## src/rtl/dmarf_pkg.sv

```systemverilog
package dmarf_pkg;

    parameter int unsigned DATA_W  = 32;
    parameter int unsigned ROW_W   = 16;
    parameter int unsigned WID_W   = 16;
    parameter int unsigned CHID_W  = 4;
    parameter int unsigned CHSEL_W = 4;

    parameter int unsigned CTRL_BURST_BIT = 4;
    parameter int unsigned CTRL_DIR_BIT   = 5;
    parameter int unsigned LOOP_HI_BASE   = 16;

    parameter int unsigned OFS_WIDTH_BASE = 'h100;
    parameter int unsigned OFS_HALT       = 'h140;
    parameter int unsigned OFS_STAT       = 'h144;
    parameter int unsigned OFS_IEN        = 'h148;
    parameter int unsigned OFS_IEN_CLR    = 'h14C;
    parameter int unsigned OFS_LOOP       = 'h150;
    parameter int unsigned OFS_LOOP_CLR   = 'h15C;

    typedef enum logic [3:0] {
        SEL_NONE,
        SEL_CH_ADDR,
        SEL_CH_ROWLEN,
        SEL_CH_ROWS,
        SEL_CH_CTRL,
        SEL_WIDTH,
        SEL_HALT,
        SEL_STAT,
        SEL_IEN,
        SEL_IEN_CLR,
        SEL_LOOP,
        SEL_LOOP_CLR
    } sel_e;

    typedef struct packed {
        logic [DATA_W-1:0] addr;
        logic [ROW_W-1:0]  rowlen;
        logic [ROW_W-1:0]  rows;
        logic [CHID_W-1:0] chid;
        logic              burst4;
        logic              mem2dev;
        logic [WID_W-1:0]  width;
    } chan_cfg_t;

endpackage

```

## src/rtl/dmarf_decode.sv

```systemverilog
module dmarf_decode
    import dmarf_pkg::*;
#(
    parameter int unsigned NCH    = 16,
    parameter int unsigned ADDR_W = 12
) (
    input  logic [ADDR_W-1:0]  addr_i,
    output sel_e               sel_o,
    output logic [CHSEL_W-1:0] ch_o
);

    localparam logic [ADDR_W-1:0] WIN_END  = ADDR_W'(NCH * 16);
    localparam logic [ADDR_W-1:0] WID_BASE = ADDR_W'(OFS_WIDTH_BASE);
    localparam logic [ADDR_W-1:0] WID_END  = ADDR_W'(OFS_WIDTH_BASE + NCH * 4);
    localparam logic [ADDR_W-1:0] A_HALT   = ADDR_W'(OFS_HALT);
    localparam logic [ADDR_W-1:0] A_STAT   = ADDR_W'(OFS_STAT);
    localparam logic [ADDR_W-1:0] A_IEN    = ADDR_W'(OFS_IEN);
    localparam logic [ADDR_W-1:0] A_IENC   = ADDR_W'(OFS_IEN_CLR);
    localparam logic [ADDR_W-1:0] A_LOOP   = ADDR_W'(OFS_LOOP);
    localparam logic [ADDR_W-1:0] A_LOOPC  = ADDR_W'(OFS_LOOP_CLR);

    always_comb begin
        sel_o = SEL_NONE;
        ch_o  = '0;
        if (addr_i[1:0] == 2'b00) begin
            if (addr_i < WIN_END) begin
                ch_o = addr_i[7:4];
                case (addr_i[3:2])
                    2'd0:    sel_o = SEL_CH_ADDR;
                    2'd1:    sel_o = SEL_CH_ROWLEN;
                    2'd2:    sel_o = SEL_CH_ROWS;
                    default: sel_o = SEL_CH_CTRL;
                endcase
            end else if (addr_i >= WID_BASE && addr_i < WID_END) begin
                ch_o  = addr_i[5:2];
                sel_o = SEL_WIDTH;
            end else begin
                case (addr_i)
                    A_HALT:  sel_o = SEL_HALT;
                    A_STAT:  sel_o = SEL_STAT;
                    A_IEN:   sel_o = SEL_IEN;
                    A_IENC:  sel_o = SEL_IEN_CLR;
                    A_LOOP:  sel_o = SEL_LOOP;
                    A_LOOPC: sel_o = SEL_LOOP_CLR;
                    default: sel_o = SEL_NONE;
                endcase
            end
        end
    end

endmodule

```

## src/rtl/dmarf_chan.sv

```systemverilog
module dmarf_chan
    import dmarf_pkg::*;
(
    input  logic              clk,
    input  logic              rst_n,
    input  logic              wr_i,
    input  sel_e              sel_i,
    input  logic [DATA_W-1:0] wdata_i,
    output chan_cfg_t         cfg_o,
    output logic              start_o
);

    typedef struct packed {
        chan_cfg_t cfg;
        logic      start;
    } chan_st_t;

    chan_st_t st_d, st_q;

    always_comb begin
        st_d       = st_q;
        st_d.start = 1'b0;
        if (wr_i) begin
            case (sel_i)
                SEL_CH_ADDR: begin
                    st_d.cfg.addr = wdata_i;
                    st_d.start    = 1'b1;
                end
                SEL_CH_ROWLEN: st_d.cfg.rowlen = wdata_i[ROW_W-1:0];
                SEL_CH_ROWS:   st_d.cfg.rows   = wdata_i[ROW_W-1:0];
                SEL_CH_CTRL: begin
                    st_d.cfg.chid    = wdata_i[CHID_W-1:0];
                    st_d.cfg.burst4  = wdata_i[CTRL_BURST_BIT];
                    st_d.cfg.mem2dev = wdata_i[CTRL_DIR_BIT];
                end
                SEL_WIDTH:     st_d.cfg.width  = wdata_i[WID_W-1:0];
                default: ;
            endcase
        end
    end

    always_ff @(posedge clk or negedge rst_n) begin
        if (!rst_n) st_q <= '0;
        else        st_q <= st_d;
    end

    assign cfg_o   = st_q.cfg;
    assign start_o = st_q.start;


    start_follows_write_chk: assert property (@(posedge clk) disable iff (!rst_n)
        (wr_i && sel_i == SEL_CH_ADDR) |=> start_o);


    no_stray_start_chk: assert property (@(posedge clk) disable iff (!rst_n)
        !(wr_i && sel_i == SEL_CH_ADDR) |=> !start_o);


    cfg_hold_chk: assert property (@(posedge clk) disable iff (!rst_n)
        !wr_i |=> $stable(cfg_o));

endmodule

```

## src/rtl/dmarf_shared.sv

```systemverilog
module dmarf_shared
    import dmarf_pkg::*;
#(
    parameter int unsigned NCH = 16
) (
    input  logic              clk,
    input  logic              rst_n,
    input  logic              wr_i,
    input  sel_e              sel_i,
    input  logic [DATA_W-1:0] wdata_i,
    input  logic [NCH-1:0]    evt_set_i,
    output logic [NCH-1:0]    stat_o,
    output logic [NCH-1:0]    ien_o,
    output logic [DATA_W-1:0] loop_word_o,
    output logic [NCH-1:0]    halt_o,
    output logic [NCH-1:0]    loop_on_o,
    output logic              irq_o
);

    typedef struct packed {
        logic [NCH-1:0] stat;
        logic [NCH-1:0] ien;
        logic [NCH-1:0] loop_lo;
        logic [NCH-1:0] loop_hi;
        logic [NCH-1:0] halt;
    } sh_st_t;

    sh_st_t st_d, st_q;

    logic [NCH-1:0] w_lo, w_hi;
    assign w_lo = wdata_i[NCH-1:0];
    assign w_hi = wdata_i[LOOP_HI_BASE +: NCH];

    always_comb begin
        st_d      = st_q;
        st_d.halt = '0;
        if (wr_i) begin
            case (sel_i)
                SEL_HALT:    st_d.halt = w_lo;
                SEL_STAT:    st_d.stat = st_q.stat & ~w_lo;
                SEL_IEN:     st_d.ien  = w_lo;
                SEL_IEN_CLR: st_d.ien  = st_q.ien & ~w_lo;
                SEL_LOOP: begin
                    st_d.loop_lo = w_lo;
                    st_d.loop_hi = w_hi;
                end
                SEL_LOOP_CLR: begin
                    st_d.loop_lo = st_q.loop_lo & ~w_lo;
                    st_d.loop_hi = st_q.loop_hi & ~w_hi;
                end
                default: ;
            endcase
        end
        st_d.stat = st_d.stat | evt_set_i;
    end

    always_ff @(posedge clk or negedge rst_n) begin
        if (!rst_n) st_q <= '0;
        else        st_q <= st_d;
    end

    always_comb begin
        loop_word_o                     = '0;
        loop_word_o[NCH-1:0]            = st_q.loop_lo;
        loop_word_o[LOOP_HI_BASE +: NCH] = st_q.loop_hi;
    end

    assign stat_o    = st_q.stat;
    assign ien_o     = st_q.ien;
    assign halt_o    = st_q.halt;
    assign loop_on_o = st_q.loop_lo & st_q.loop_hi;
    assign irq_o     = |(st_q.stat & st_q.ien);


    event_wins_chk: assert property (@(posedge clk) disable iff (!rst_n)
        (|evt_set_i) |=> ((stat_o & $past(evt_set_i)) == $past(evt_set_i)));


    stat_quiet_chk: assert property (@(posedge clk) disable iff (!rst_n)
        (!(wr_i && sel_i == SEL_STAT) && evt_set_i == '0) |=> (stat_o == $past(stat_o)));


    ien_clear_chk: assert property (@(posedge clk) disable iff (!rst_n)
        (wr_i && sel_i == SEL_IEN_CLR) |=> ((ien_o & $past(w_lo)) == '0));


    loop_clear_chk: assert property (@(posedge clk) disable iff (!rst_n)
        (wr_i && sel_i == SEL_LOOP_CLR && (w_lo & w_hi) != '0) |=> ((loop_on_o & $past(w_lo & w_hi)) == '0));


    halt_only_on_write_chk: assert property (@(posedge clk) disable iff (!rst_n)
        !(wr_i && sel_i == SEL_HALT) |=> (halt_o == '0));

endmodule

```

## src/rtl/dma_regfile.sv

```systemverilog
module dma_regfile
    import dmarf_pkg::*;
#(
    parameter int unsigned NCH    = 16,
    parameter int unsigned ADDR_W = 12
) (
    input  logic                  clk,
    input  logic                  rst_n,
    input  logic                  bus_wr,
    input  logic                  bus_rd,
    input  logic [ADDR_W-1:0]     bus_addr,
    input  logic [DATA_W-1:0]     bus_wdata,
    output logic [DATA_W-1:0]     bus_rdata,
    input  logic [NCH-1:0]        evt_done,
    input  logic [NCH-1:0]        evt_half,
    output logic [NCH-1:0]        ch_start,
    output logic [NCH-1:0]        ch_halt,
    output logic [NCH*DATA_W-1:0] ch_addr,
    output logic [NCH*ROW_W-1:0]  ch_rowlen,
    output logic [NCH*ROW_W-1:0]  ch_rows,
    output logic [NCH-1:0]        ch_burst4,
    output logic [NCH-1:0]        ch_mem2dev,
    output logic [NCH*WID_W-1:0]  ch_width,
    output logic [NCH-1:0]        ch_loop,
    output logic                  irq
);

    localparam int unsigned CHX_W = $clog2(NCH);

    sel_e                sel;
    logic [CHSEL_W-1:0]  ch_idx;
    logic [CHX_W-1:0]    ci;
    chan_cfg_t           cfg [NCH];
    logic [NCH-1:0]      stat, ien;
    logic [DATA_W-1:0]   loop_word;

    assign ci = ch_idx[CHX_W-1:0];

    dmarf_decode #(.NCH(NCH), .ADDR_W(ADDR_W)) u_decode (
        .addr_i (bus_addr),
        .sel_o  (sel),
        .ch_o   (ch_idx)
    );

    for (genvar i = 0; i < NCH; i++) begin : g_chan
        logic chan_wr;
        assign chan_wr = bus_wr && (ch_idx == CHSEL_W'(i));

        dmarf_chan u_chan (
            .clk     (clk),
            .rst_n   (rst_n),
            .wr_i    (chan_wr),
            .sel_i   (sel),
            .wdata_i (bus_wdata),
            .cfg_o   (cfg[i]),
            .start_o (ch_start[i])
        );

        assign ch_addr[i*DATA_W +: DATA_W] = cfg[i].addr;
        assign ch_rowlen[i*ROW_W +: ROW_W] = cfg[i].rowlen;
        assign ch_rows[i*ROW_W +: ROW_W]   = cfg[i].rows;
        assign ch_width[i*WID_W +: WID_W]  = cfg[i].width;
        assign ch_burst4[i]                = cfg[i].burst4;
        assign ch_mem2dev[i]               = cfg[i].mem2dev;
    end

    dmarf_shared #(.NCH(NCH)) u_shared (
        .clk         (clk),
        .rst_n       (rst_n),
        .wr_i        (bus_wr),
        .sel_i       (sel),
        .wdata_i     (bus_wdata),
        .evt_set_i   (evt_done | evt_half),
        .stat_o      (stat),
        .ien_o       (ien),
        .loop_word_o (loop_word),
        .halt_o      (ch_halt),
        .loop_on_o   (ch_loop),
        .irq_o       (irq)
    );

    typedef struct packed {
        logic [DATA_W-1:0] rdata;
    } rd_st_t;

    rd_st_t rd_d, rd_q;

    always_comb begin
        rd_d = rd_q;
        if (bus_rd) begin
            rd_d.rdata = '0;
            case (sel)
                SEL_CH_ADDR:   rd_d.rdata = cfg[ci].addr;
                SEL_CH_ROWLEN: rd_d.rdata[ROW_W-1:0] = cfg[ci].rowlen;
                SEL_CH_ROWS:   rd_d.rdata[ROW_W-1:0] = cfg[ci].rows;
                SEL_CH_CTRL: begin
                    rd_d.rdata[CHID_W-1:0]     = cfg[ci].chid;
                    rd_d.rdata[CTRL_BURST_BIT] = cfg[ci].burst4;
                    rd_d.rdata[CTRL_DIR_BIT]   = cfg[ci].mem2dev;
                end
                SEL_WIDTH:     rd_d.rdata[WID_W-1:0] = cfg[ci].width;
                SEL_STAT:      rd_d.rdata[NCH-1:0]   = stat;
                SEL_IEN:       rd_d.rdata[NCH-1:0]   = ien;
                SEL_LOOP:      rd_d.rdata            = loop_word;
                default: ;
            endcase
        end
    end

    always_ff @(posedge clk or negedge rst_n) begin
        if (!rst_n) rd_q <= '0;
        else        rd_q <= rd_d;
    end

    assign bus_rdata = rd_q.rdata;


    unmapped_read_zero_chk: assert property (@(posedge clk) disable iff (!rst_n)
        (bus_rd && sel == SEL_NONE) |=> (bus_rdata == '0));


    rdata_hold_chk: assert property (@(posedge clk) disable iff (!rst_n)
        !bus_rd |=> $stable(bus_rdata));

endmodule

```

## config.mk

```make
export PLATFORM = sky130hd
export DESIGN_NAME = dma_regfile
export DESIGN_NICKNAME = d
export VERILOG_FILES = /design/src/rtl/dmarf_pkg.sv /design/src/rtl/dmarf_decode.sv /design/src/rtl/dmarf_chan.sv /design/src/rtl/dmarf_shared.sv /design/src/rtl/dma_regfile.sv
export SDC_FILE = /design/constraint.sdc
export NUM_CORES = 2
export LEC_CHECK = 0
export BUFFER_PORTS_ARGS = -buffer_cell sky130_fd_sc_hd__buf_2
export CORE_AREA = 2 2 580 582
export CTS_BUF_LIST = sky130_fd_sc_hd__clkbuf_8
export CTS_CLUSTER_SIZE = 40
export DETAILED_ROUTE_END_ITERATION = 12
export DIE_AREA = 0 0 582 584
export MAX_ROUTING_LAYER = met4
export PLACE_DENSITY_LB_ADDON = 0.1
export SKIP_LAST_GASP = 1
export SYNTH_ARGS = -nofsm -noshare
export SYNTH_HDL_FRONTEND = slang
export SYNTH_SLANG_ARGS = --single-unit
export TNS_END_PERCENT = 5
```

## constraint.sdc

```tcl
create_clock -name clk -period 1.8 [get_ports clk]
set_input_delay 0 -clock clk [delete_from_list [all_inputs] [get_ports clk]]
set_output_delay 0 -clock clk [all_outputs]
set_load 0.01 [all_outputs]
```

==> impl_metrics.yaml <==
logic_synthesis:
  postSynthRegisterBits: 1504
  seq_area_frac_synth_pct: 48.1
  synth_edf_count: 0
  post_synth_instance_area_um2: 78200
  ys.flop_type: "dfrtp_1"
  synthDistinctLibCells: 89
  postSynthCellCount: 6844
  yosys_warnings: 0
  async_s_r_ff_share_synth_pct: 100
  synthesis.nets: 6928
  syn_area_per_cell_um2: 11.4
die:
  y_dimension_of_the_die_um: 584
  initial_core_util_pct: 23.5
  row_count: 212
  floorplan.core_area_um2: 333000
  full_die_area_um2: 340000
  floorplan.die.width_um: 582
  top_level_ports: 1473
min_path:
  min_path_cells: 9
  worstHoldStart: "bus_addr[0]"
  holdPathEnd: "bus_rdata[5]"
  kind_of_path_behind_the_tightest_hold_check: "in -> reg"
timing:
  report.final.slew_viol_count: 0
  timing_worst_slew_pin_value_ps: 1200
  fin_crit_sh_pct: 142
  finalCriticalPeriod_ps: 2560
  max_clock_freq_mhz: 390
  finalHoldViolCount: 0
  slew-limit-headroom_pct: 19.7
  worst_slack_ps: -763
  setup_repair_after_global_routing_missed_its_margin: "yes"
  total_setup_violations_reported_at_the_end_of_the_flow: 381
  finalClockSkew_ps: 83.5
power_and_ir_drop:
  power_per_cell_area_nw_per_um2: 753
  report.power.total_uw: 76900
  leakage_uw: 0.0531
  worst_ir_drop_vdd_mv: 0.463
cts:
  cts_inserted_buffers: 313
  clock_tree_from_tritoncts: "yes"
  cts_root_buffer: "clkbuf_8"
  cts-root-to-sink-buffers: 4
  cts_max_level: 5
  number_of_sinks_driven_by_the_clock_tree: 1504
  clock_latency_ps: 1120
  clk_pin_slew_worst_paths_ps: 60
worst_setup_path:
  timing.rr.end: "bus_rdata[15]"
  critPathKind: "reg -> out"
  critical_path.cell_chain: "a22o_1 > a221oi_2 > nand4_1 > buf_6 > buf_6"
  cp_data_required_time_ps: 1800
  critical_path.max_fanout: 3
  regToRegStartpoint: "g_chan[11].u_chan.cfg_o[15]"
  slowest_delay_ps: 520
  r2r_slack_ps: -250
  worst-r2r-cell-count: 6
  worst-endpoint-arrival_ps: 2560
  crit_path_frequent_cell: "buf_6"
  critical_path_s_slowest_cell: "dfrtp_2"
  critPathCaptureType: "output port"
  start_kind: "flop"
  worst-path-buf-inv: 2
  critical-path-top-delay-family: "flip-flops"
drt:
  route.met2.wl_mm: 243
  drt-wirelength-per-cell_um: 40.3
  detail_route_antenna_nets: 0
  routed_wirelength_mm: 517
  dr.max_layer_used: "met4"
  met3_routed_wl_mm: 32.7
  initialDrtViolationCount: 5395
  first_pass_iters: 6
  num_vias: 63100
  detail_route.vias_per_cell: 4.92
  met1Wirelength_mm: 219
  remaining_drc_errors: 0
final_layout:
  fraction_of_layout_cells_with_a_size_suffix_above_1_pct: 54.0
  area_delta_synth_final_pct: 30.6
  final.fill_count: 34500
  final_nets: 8278
  final_design_utilization_pct: 30.7
  layout.cells.non_filler: 12800
  finalInstanceArea_um2: 102000
global_routing:
  grt_pass1_wl_mm: 664
  number_of_antenna_violations_at_the_first_check_in_global_routing: 56
  grt_start_max_net_pins: 105
  overflow_left_after_global_routing: 0
  grtUsageTotal_pct: 30.2
  first_global_vias: 64000
outcome:
  violated_checks: "negative setup slack"
  outcome: "finished, violations left"
place:
  place.detailed.instances: 12000
  preCtsSetupSlack_ps: -1900
  gp_routability_congestion: 0.902
  total_placed_instance_area_um2: 91600
  port_buffers: 1472
  hpwl_mm: 388
run:
  maxCapViolations: 0
-- per-stage QoR --
step	hold WS, ps	TNS [ps]
after CTS	-145	-36480
after global placement	-52.8	-1715820
final	43.1	-17680
after floorplan	-296	-454890
after detailed placement	-55.5	-1703890
after global routing	38.2	-26980
-- final cells by class --
type	count	area (um^2)	share of cell area [%]
Inverter	91	359	0.352
Clock buffer	388	5340	5.23
Timing Repair Buffer	2864	22800	22.3
Antenna cell	24	60.1	0.0588
Sequential cell	1504	37700	36.9
Multi-Input combinational cell	3420	29600	29.0
Tap cell	4387	5490	5.38
Clock inverter	145	831	0.814
-- state kept, by name, indices dropped and copies added (netlist names) --
signal	flops
g_chan.u_chan.start_o	16
u_shared.halt_o	16
bus_rdata	32
u_shared.ien_o	16
g_chan.u_chan.cfg_o	1376
u_shared.stat_o	16
u_shared.loop_word_o	32
-- synthesized netlist by cell type (36+ instances only) --
library cell / n / area (um^2)
buf_4: 1360 / 10200
a21oi_1: 100 / 500
clkbuf_1: 216 / 811
a22o_1: 36 / 315
mux2_2: 1058 / 11900
a222oi_1: 57 / 571
nand2_1: 618 / 2320
mux2i_1: 39 / 390
dfrtp_1: 1504 / 37600
inv_1: 90 / 338
nand3_1: 242 / 1210
o221ai_1: 201 / 1760
a22oi_1: 49 / 368
o22ai_1: 105 / 657
nand2_2: 39 / 244
buf_2: 222 / 1110
mux2_1: 342 / 3850
o21ai_0: 101 / 505
nor2_1: 82 / 308
-- cell usage in the layout, fill, tap and decap left out, types with 94 or more instances in the layout --
master	count
buf_2	1432
mux2_1	342
nand3_1	234
dlygate4sd3_1	147
mux2_2	1032
o221ai_1	172
clkbuf_8	388
o22ai_1	94
buf_4	894
nand2_1	595
dfrtp_1	1468
buf_12	309
inv_1	189
-- logic make-up (layout without fill, tap and decap cells) --
kind of cell | count (synthesis) | count (layout) | share of synthesized area, %
multiplexers | 1439 | 1439 | 20.7
adder cells (fa/ha/maj) | 4 | 4 | 0.0640
AO/OA/AOI/OAI | 866 | 866 | 8.34
flip-flops | 1504 | 1504 | 48.1
AND/OR/NAND/NOR | 1111 | 1111 | 6.52
buffers and inverters | 1920 | 3488 | 16.3
other | 0 | 24 | 0
-- what timing repair did --
action / 4_1_cts / 5_1_grt
hold endpoints to repair: 2994 / 0
pin swaps: 56 / 70
setup endpoints to repair: 1024 / 907
hold buffers: 149 / 0
gates resized for setup: 245 / 124
setup buffers: 57 / 57
cloned: 7 / 4
-- power by group --
group | switching (uW) | total, uW | internal [uW]
clock network | 17800 | 37700 | 19800
logic | 3310 | 4950 | 1640
registers | 209 | 34300 | 34000
total | 21300 | 76900 | 55500
-- metal layers --
layer / vias up / GRT usage [%]
met2: 2914 / 48.6
met4: 0 / 10.6
met3: 682 / 5.65
li1: 25700 / -
met1: 33800 / 37.9
met5: - / -
-- worst min-delay path: cells and delay by family --
kind	cells	cell delay, ps
AOI/OAI and AO/OA	3	380
and+or+nand+nor	2	120
buffers and inverters	4	590
-- worst max path at each step --
stage                   startpoint             to  slack, ps  depth (start not counted)
2_1_floorplan         bus_addr[10]  bus_rdata[15]       -430                         10
3_3_place_gp          bus_addr[10]  bus_rdata[15]      -2590                         13
3_5_place_dp          bus_addr[10]  bus_rdata[10]      -1900                         13
4_1_cts         u_shared.stat_o[0]            irq       -850                          6
5_1_grt         u_shared.stat_o[9]            irq       -870                          6
6_report       u_shared.stat_o[10]            irq       -760                          5
Note: power is estimated with default switching activity, not from simulation.
